## src/rtl/uart_rxq_pkg.sv

```systemverilog
package uart_rxq_pkg;

    localparam int DATA_W = 8;

    typedef struct packed {
        logic brk;
        logic frm;
        logic par;
        logic ovr;
    } line_err_t;

    typedef enum logic [3:0] {
        IID_NONE = 4'h1,
        IID_RDA  = 4'h4,
        IID_RLS  = 4'h6
    } iid_t;

    function automatic int trig_level(input logic [1:0] sel, input int depth);
        case (sel)
            2'd0:    return 1;
            2'd1:    return depth / 4;
            2'd2:    return depth / 2;
            default: return depth - 2;
        endcase
    endfunction

endpackage

```

## src/rtl/rxq_fifo.sv

```systemverilog
module rxq_fifo #(
    parameter int DEPTH = 16,
    parameter int DW    = 8,
    localparam int AW   = $clog2(DEPTH),
    localparam int CW   = $clog2(DEPTH + 1)
) (
    input  logic          clk,
    input  logic          rst,
    input  logic          push,
    input  logic [DW-1:0] wr_data,
    input  logic          pop_req,
    output logic [DW-1:0] head,
    output logic [CW-1:0] count,
    output logic          accept,
    output logic          overrun,
    output logic          do_pop
);
    logic [DW-1:0] mem [DEPTH];
    logic [AW-1:0] wr_ptr, rd_ptr;
    logic          full;

    assign full    = (count == CW'(DEPTH));
    assign accept  = push && !full;
    assign overrun = push && full;
    assign do_pop  = pop_req && (count != '0);
    assign head    = mem[rd_ptr];

    function automatic logic [AW-1:0] nxt(input logic [AW-1:0] p);
        return (p == AW'(DEPTH - 1)) ? '0 : p + 1'b1;
    endfunction

    always_ff @(posedge clk) begin
        if (accept) mem[wr_ptr] <= wr_data;
    end

    always_ff @(posedge clk) begin
        if (rst) begin
            wr_ptr <= '0;
            rd_ptr <= '0;
            count  <= '0;
        end else begin
            if (accept) wr_ptr <= nxt(wr_ptr);
            if (do_pop) rd_ptr <= nxt(rd_ptr);
            count <= count + CW'(accept) - CW'(do_pop);
        end
    end

    p_count_bound_r9: assert property (@(posedge clk) disable iff (rst)
        count <= CW'(DEPTH));

    p_full_discard_r9: assert property (@(posedge clk) disable iff (rst)
        (push && full && !pop_req) |=> count == CW'(DEPTH));

    p_empty_pop_r10: assert property (@(posedge clk) disable iff (rst)
        (pop_req && count == '0 && !push) |=> count == '0);

endmodule

```

## src/rtl/rxq_lsr.sv

```systemverilog
module rxq_lsr import uart_rxq_pkg::*; (
    input  logic      clk,
    input  logic      rst,
    input  line_err_t set_err,
    input  logic      clr,
    output line_err_t flags
);
    always_ff @(posedge clk) begin
        if (rst) flags <= '0;
        else     flags <= set_err | (clr ? line_err_t'('0) : flags);
    end

    p_ovr_sticky_r8: assert property (@(posedge clk) disable iff (rst)
        (flags.ovr && !clr) |=> flags.ovr);

    p_ovr_clear_r8: assert property (@(posedge clk) disable iff (rst)
        (clr && !set_err.ovr) |=> !flags.ovr);

    p_par_clear_r8: assert property (@(posedge clk) disable iff (rst)
        (clr && !set_err.par) |=> !flags.par);

endmodule

```

## src/rtl/rxq_irq.sv

```systemverilog
module rxq_irq import uart_rxq_pkg::*; #(
    parameter int CW = 5
) (
    input  logic          fifo_en,
    input  logic          ie_rda,
    input  logic          ie_rls,
    input  line_err_t     errs,
    input  logic [CW-1:0] count,
    input  logic [CW-1:0] trig,
    output iid_t          iid,
    output logic          irq
);
    logic rls_pend, rda_pend;

    always_comb begin
        rls_pend = fifo_en && ie_rls && (|errs);
        rda_pend = fifo_en && ie_rda && (count >= trig);
        if (rls_pend)      iid = IID_RLS;
        else if (rda_pend) iid = IID_RDA;
        else               iid = IID_NONE;
        irq = rls_pend || rda_pend;
    end

endmodule

```

## src/rtl/uart_rx_fifo_irq.sv

```systemverilog
module uart_rx_fifo_irq import uart_rxq_pkg::*; #(
    parameter int DEPTH = 16,
    localparam int CW   = $clog2(DEPTH + 1)
) (
    input  logic              clk,
    input  logic              rst,
    input  logic              push_valid,
    input  logic [DATA_W-1:0] push_data,
    input  logic              push_pe,
    input  logic              push_fe,
    input  logic              push_bi,
    input  logic              fifo_en,
    input  logic [1:0]        trig_sel,
    input  logic              ie_rda,
    input  logic              ie_rls,
    input  logic              rbr_rd,
    input  logic              lsr_rd,
    output logic [DATA_W-1:0] rbr_q,
    output logic [7:0]        lsr_q,
    output logic [3:0]        iir_q,
    output logic              irq
);
    logic [DATA_W-1:0] head;
    logic [CW-1:0]     count, trig;
    logic              accept, overrun, do_pop;
    line_err_t         set_err, flags;
    iid_t              iid;

    rxq_fifo #(.DEPTH(DEPTH), .DW(DATA_W)) u_fifo (
        .clk     (clk),
        .rst     (rst),
        .push    (push_valid),
        .wr_data (push_data),
        .pop_req (rbr_rd),
        .head    (head),
        .count   (count),
        .accept  (accept),
        .overrun (overrun),
        .do_pop  (do_pop)
    );

    always_comb begin
        set_err.ovr = overrun;
        set_err.par = accept && push_pe;
        set_err.frm = accept && push_fe;
        set_err.brk = accept && push_bi;
    end

    rxq_lsr u_lsr (
        .clk     (clk),
        .rst     (rst),
        .set_err (set_err),
        .clr     (lsr_rd),
        .flags   (flags)
    );

    assign trig = CW'(trig_level(trig_sel, DEPTH));

    rxq_irq #(.CW(CW)) u_irq (
        .fifo_en (fifo_en),
        .ie_rda  (ie_rda),
        .ie_rls  (ie_rls),
        .errs    (flags),
        .count   (count),
        .trig    (trig),
        .iid     (iid),
        .irq     (irq)
    );

    always_ff @(posedge clk) begin
        if (rst)         rbr_q <= '0;
        else if (do_pop) rbr_q <= head;
    end

    assign lsr_q = {3'b000, flags.brk, flags.frm, flags.par, flags.ovr, count != '0};
    assign iir_q = iid;

    p_dr_set_r6: assert property (@(posedge clk) disable iff (rst)
        (push_valid && !rbr_rd) |=> lsr_q[0]);

    p_idle_code_r7: assert property (@(posedge clk) disable iff (rst)
        !irq |-> iir_q == 4'h1);

    p_ls_priority_r5: assert property (@(posedge clk) disable iff (rst)
        (fifo_en && ie_rls && (|lsr_q[4:1])) |-> iir_q == 4'h6);

    p_rda_gate_r11: assert property (@(posedge clk) disable iff (rst)
        (iir_q == 4'h4) |-> (fifo_en && ie_rda && lsr_q[0]));

    p_empty_hold_r10: assert property (@(posedge clk) disable iff (rst)
        (rbr_rd && !lsr_q[0]) |=> $stable(rbr_q));

endmodule

```

## config.mk

```make
export PLATFORM = sky130hd
export DESIGN_NAME = uart_rx_fifo_irq
export DESIGN_NICKNAME = d
export VERILOG_FILES = /design/src/rtl/uart_rxq_pkg.sv /design/src/rtl/rxq_fifo.sv /design/src/rtl/rxq_lsr.sv /design/src/rtl/rxq_irq.sv /design/src/rtl/uart_rx_fifo_irq.sv
export SDC_FILE = /design/constraint.sdc
export NUM_CORES = 1
export LEC_CHECK = 0
export BUFFER_PORTS_ARGS = -buffer_cell sky130_fd_sc_hd__buf_2
export CORE_UTILIZATION = 27
export DETAILED_ROUTE_END_ITERATION = 12
export PLACE_DENSITY = 0.42
export SLEW_MARGIN = 20
export SYNTH_ARGS = -nofsm -noshare
export SYNTH_HDL_FRONTEND = slang
export SYNTH_SLANG_ARGS = --single-unit
```

## constraint.sdc

```tcl
create_clock -name clk -period 2.54 [get_ports clk]
set_input_delay 0.254 -clock clk [delete_from_list [all_inputs] [get_ports clk]]
set_output_delay 0.254 -clock clk [all_outputs]
set_load 0.02 [all_outputs]
```

After elaboration in Yosys (flattened, before gate mapping) --
Memory sizes are Yosys's and may differ from the RTL's. A register that Yosys moved wholly into a read port is not among the register bits. Index checks and enable logic that the tools add are counted.
Cells by class: $add $sub $neg 4, $mul 0, divide/modulo/power cells 0, magnitude comparators 1, eq/ne operators 5, shift-type cells 0, muxes and demuxes 8, bitwise gates (word level) 1, reduce and logical (&&, ||, !) cells 15
Operators by type and width (number):
- 4-bit two-way mux | 4
- 4-bit one-hot mux with 3 select lines | 1
- 1-bit logical AND | 10
- 4-bit by 1-bit adder with 4-bit output, second input constant | 2
- 4-bit equality test, second input constant | 2
- 5-bit by 1-bit adder with 5-bit output | 1
- 5-bit equality test, second input constant | 1
- 5-bit by 4-bit >= comparator with 1-bit output | 1
- 5-bit nonzero test | 1
- 5-bit by 1-bit subtractor with 5-bit output | 1
- 4-bit OR | 1
- 4-bit OR reduction | 1
- 3-bit two-way mux | 1
- 2-bit by 1-bit equality test with 1-bit output, second input constant | 1
- 2-bit equality test, second input constant | 1
- 2-bit zero test | 1
- 1-bit two-way mux | 2
- 1-bit zero test | 1
- 1-bit logical OR | 1
Word-level totals: bits in registers 17, bits in latches 0, RAM bits 128, ROM bits 0, input bits 21, output and inout bits 21, logic and storage cells 42, memories 1
Memories:
- u_fifo.mem | words 16, bits a word 8, read ports 1, clocked after Yosys merged registers in 1, wr ports 1, RTL line rxq_fifo.sv:18 | logic [DW-1:0] mem [DEPTH];

Longest topological paths before layout --
word-level depth 6, depth in mapped cells 15

By module --
A second synthesis with hierarchy kept.
Unflattened totals: cell total of the unflattened synthesis 390, area, all modules 6496.2 um2
By module, submodules not included:
- rxq_fifo | instances 1, cells each 308, area an instance 5810.6 um2, sequential area each 4184.0 um2
- uart_rx_fifo_irq | instances 1, cells each 40, area an instance 360.3 um2, sequential area each 160.2 um2
- rxq_irq | instances 1, cells each 26, area an instance 185.2 um2, sequential area each 0.0 um2
- rxq_lsr | instances 1, cells each 16, area an instance 140.1 um2, sequential area each 80.1 um2

Worst setup path before layout --
No wires, ideal clock.
kind register to register, start reg u_fifo.count[3], end reg u_fifo.count[4], library setup time 0.070 ns, arrival 2.586 ns, data required time 2.470 ns, slack -0.116 ns, cell stages (with the launch flop) 16, clock period less this slack 2.656 ns, path through dfxtp_1 inv_1 ha_1 or4b_4 nand2_4 inv_2 ha_1 inv_1 ha_1 inv_1 fa_1 inv_1 a21oi_1 nor2_1 or3_1 a21oi_1
On the way: elaborated cells between the ends (all ways) 7, classes of those cells add/sub: 2; eq/ne: 1; reduce/logical: 4
RTL lines:
- start, declared | RTL line rxq_fifo.sv:13 | output logic [CW-1:0] count,
- start signal, assigned | RTL line rxq_fifo.sv:44 | count <= count + CW'(accept) - CW'(do_pop);
- 5-bit nonzero test
- named net lsr_q[0] | RTL line uart_rx_fifo_irq.sv:19 | output logic [7:0] lsr_q,
- 1-bit logical AND | RTL line rxq_fifo.sv:25 | assign do_pop = pop_req && (count != '0);
- named net do_pop | RTL line uart_rx_fifo_irq.sv:25 | logic accept, overrun, do_pop;
- 5-bit by 1-bit subtractor with 5-bit output | RTL line rxq_fifo.sv:44
The timed path passes the listed nets, and every way through them passes these cells. A chain may end at the register's enable or synchronous reset.

Worst setup path after layout --
start reg u_fifo.count[2], end reg u_fifo.count[4]
On the way: elaborated cells between the ends (all ways) 7, classes of those cells add/sub: 2; eq/ne: 1; reduce/logical: 4
RTL lines (RTL line):
- 5-bit nonzero test | rxq_fifo.sv:25
- 1-bit logical AND | rxq_fifo.sv:25
- named net do_pop | uart_rx_fifo_irq.sv:25
- 5-bit by 1-bit subtractor with 5-bit output | rxq_fifo.sv:44
The timed path passes the listed nets, and every way through them passes these cells.

==> flow_metrics.tcl <==
set metrics [dict create \
    status "finished with violations" \
    violations "setup timing" \
    synthAdderAreaFrac_pct 3.26 \
    grt_start_max_net_pins 37 \
    cts_hold_buf 0 \
    holdCritPathClass "in2reg" \
    synth-seq-area-share_pct 68.2 \
    synth_top_family_by_area "multiplexers" \
    rsz0062_at_grt "yes" \
    initial_core_util_pct 27.8 \
    grt.busiest_layer "met2" \
    crit_path_end_kind "flop" \
    min-delay-start "push_pe" \
    firstDrtPassIters 4 \
    pre_cts_slack_ns -0.0501 \
    antenna_found_initial 0 \
    area_growth_syn_to_layout_pct 20.2 \
    crit_buf_inv 5 \
    nFillCells 2242 \
    critPathArrivalTime_ns 2.89 \
    sw_frac_of_total_pct 28.3 \
    r2r_setup_slack_ns -0.003 \
    place_area_sq_um 7050 \
    synthFlopType "edfxtp_1" \
    io_pins 42 \
    p_leak_nw 2.62 \
    setup_viol 1 \
    drive_above_1_share_pct 31.0 \
    p_int_w 0.00483 \
    hold_violations 0 \
    grt_pass1_vias 3418 \
    power.share.sequential_pct 43.5 \
    totalPowerFinal_w 0.00673 \
    grt_use_met2_pct 19.2 \
    synth_area_leaders "edfxtp_1 (60%), dfxtp_1 (7.9%), mux4_1 (6.2%)" \
    die-area_sq_um 24200 \
    design_area_sq_um 7660 \
    overflow 0 \
    synth-xor-area-share_pct 0.687 \
    maxSlewViolCount 0 \
    vias 3308 \
    cp_slowest_stage_delay_ns 0.48 \
    synth_simple_gate_area_share_pct 5.61 \
    wl_per_cell_microns 18.4 \
    cts_max_path_buffers 2 \
    reg2reg_to "u_fifo.count[4]$_SDFF_PP0_" \
    track_usage_pct 12.3 \
    ff2ff_path_depth 15 \
    start_kind "flop" \
    worst_slew_pin_slew_ns 0.842 \
    synth_commonest_cells "edfxtp_1 (128), nor2_1 (28), dfxtp_1 (25)" \
    path_common_cell "inv_2" \
    clk_pin_slew_ns 0.06 \
    die-width_microns 156 \
    crit_fanout 2 \
    syn_inst 361 \
    yosys_warnings 0 \
    worstPathRequired_ns 2.89 \
    synth.avg_cell_area_sq_um 17.7 \
    p_comb_share_pct 22.0 \
    skew_ns 0.00843 \
    crit_family "simple AND/OR/NAND/NOR gates" \
    async_flop_share_pct 0 \
    n_antenna_cell 0 \
    rows 55 \
    synth_edf_count 128 \
    slew_headroom_pct 43.7 \
    synthMuxAreaShare_pct 15.0 \
    dp_cells 720 \
    place_hpwl_microns 8680 \
    r2r_start "u_fifo.count[2]$_SDFF_PP0_" \
    maxCapViolCount 0 \
    met1_usage_pct 16.8 \
    synth_top_area_share_pct 60.3 \
    drtIter0Drc 217 \
    nets 466 \
    place.gp.congestion 0.697 \
    synth.distinct_cells 42 \
    clock_power_share_pct 34.6 \
    tritoncts "yes" \
    cellPowerDensity_nw_per_um2 878 \
    ys_ff_latch 153 \
    setup_slack_ns -0.00294 \
    core_sq_um 22900 \
    power.switching_w 0.00190 \
    cts-root-buf "clkbuf_16" \
    whs_path_depth 3 \
    min_to "u_lsr.flags[1]$_SDFF_PP0_" \
    ir_drop_mv 0.414 \
    finalNonFillerCells 755 \
    die_h_microns 156 \
    postRouteWirelength_microns 13900 \
    vias_per_cell 4.38 \
    finalCriticalPeriod_ns 2.54 \
    synth_compound_area_share_pct 3.40 \
    yosysMostFrequentCell "edfxtp_1" \
    clock-sinks 153 \
    synth_largest_area_cell "edfxtp_1" \
    numCtsBuffers 17 \
    fin_crit_sh_pct 100 \
    clk-insertion-delay-late_ns 0.42 \
    max_freq_mhz 393 \
    slowest_stage "or4b_4" \
    antenna_left 0 \
    synth.cell_area_sq_um 6370 \
    grt_pass1_wl_microns 21100 \
    met3_usage_pct 2.67 \
    crit_type "reg2reg" \
    crit_chain "inv_2, ha_4, or4b_4, nand2_4, inv_4, ha_4, inv_2, ha_4, inv_2, fa_2, inv_2, a21oi_2, nor2_1, or3_1, a21oi_1" \
    io_buffers 37 \
    cts_max_level 4 \
    drc_errors 0 \
]
-- layout make-up --
class	count	area [sq um]	share of cell area, %
Multi-Input combinational cell	175	1860	24.3
Sequential cell	153	4350	56.8
Inverter	13	53.8	0.702
Clock buffer	18	429	5.60
Clock inverter	14	113	1.47
Tap cell	313	392	5.11
Timing Repair Buffer	69	465	6.07
-- worst reg2reg max path: cells and delay by family, from the launching register on --
| kind | cells | cell delay, ns |
|---|---|---|
| adder cells (fa/ha/maj) | 4 | 0.73 |
| AO/OA/AOI/OAI | 2 | 0.24 |
| buffers and inverters | 5 | 0.23 |
| flip-flops | 1 | 0.32 |
| AND/OR/NAND/NOR | 4 | 0.96 |
-- kinds of logic after synthesis --
logic type	after synthesis
compound gates	31
xor+xnor	5
fa+ha+maj	16
buf+inv	36
flops	153
mux	50
other cells	1
simple gates	69
-- timing repair --
item,CTS,global route
gates resized for setup,5,8
setup buffers,2,1
pin swaps,8,5
cloned,0,0
endpoints found under the setup margin,4,4
-- placed cells by master, fill, tap and decap left out, types with 3 or more instances in the layout --
cell type,netlist,layout
mux2i_1,18,18
nor2_1,28,28
clkbuf_16,0,17
nand2_1,11,11
nand3b_1,8,8
inv_6,0,5
a21oi_1,11,10
ha_1,15,11
a21o_1,3,3
mux4_2,17,17
inv_2,1,5
inv_1,12,6
buf_2,6,34
edfxtp_1,128,128
dfxtp_1,25,21
nor3_1,6,6
o221ai_1,8,8
nor2b_1,6,6
ha_4,0,4
xor2_1,4,4
dfxtp_2,0,4
buf_4,6,31
conb_1,1,4
mux4_1,15,15
-- metrics by stage --
step / hold slack, ns / util (%) / TNS [ns]
after floorplan: 0.353 / - / -0.0570
after global placement: 0.475 / 30.8 / -0.0240
after detailed placement: 0.477 / 30.8 / -0.0501
after CTS: 0.0421 / 33.2 / -0.0353
after global routing: 0.0585 / 33.4 / -0.126
final: 0.0611 / 33.4 / -0.00294
-- worst max path at each step --
stage	startpoint	end	slack, ns	cells past startpoint
2_1_floorplan	u_fifo.count[3]$_SDFF_PP0_	u_fifo.count[4]$_SDFF_PP0_	-0.06	15
3_3_place_gp	u_fifo.count[3]$_SDFF_PP0_	u_fifo.count[4]$_SDFF_PP0_	-0.02	15
3_5_place_dp	u_fifo.count[3]$_SDFF_PP0_	u_fifo.count[4]$_SDFF_PP0_	-0.05	15
4_1_cts	u_fifo.count[2]$_SDFF_PP0_	u_fifo.count[4]$_SDFF_PP0_	-0.03	15
5_1_grt	u_fifo.count[2]$_SDFF_PP0_	u_fifo.count[4]$_SDFF_PP0_	-0.09	15
6_report	u_fifo.count[2]$_SDFF_PP0_	u_fifo.count[4]$_SDFF_PP0_	-0.003	15
-- per-layer routing --
layer,share of wire (%),vias to the layer above,wire [microns]
li1,-,1555,-
met1,49,1680,6760
met2,47,61,6590
met3,2.7,12,372
met4,1.2,0,160
met5,0,-,0
-- power by group through the flow --
stage | sequential, W | clock, W | combinational [W]
final | 0.00293 | 0.00233 | 0.00148
after global routing | 0.00294 | 0.00251 | 0.00163
after CTS | 0.00293 | 0.00240 | 0.00147
after detailed placement | 0.00298 | 0 | 0.00142
after global placement | 0.00297 | 0 | 0.00141
after floorplan | 0.00303 | 0 | 0.000919
-- sequential cells by signal (all words and copies together), names as in the netlist --
| name | flops |
|---|---|
| u_lsr.flags | 4 |
| u_fifo.rd_ptr | 4 |
| u_fifo.count | 5 |
| rbr_q | 8 |
| u_fifo.mem | 128 |
| u_fifo.wr_ptr | 4 |
Note: power is estimated with default switching activity, not from simulation.
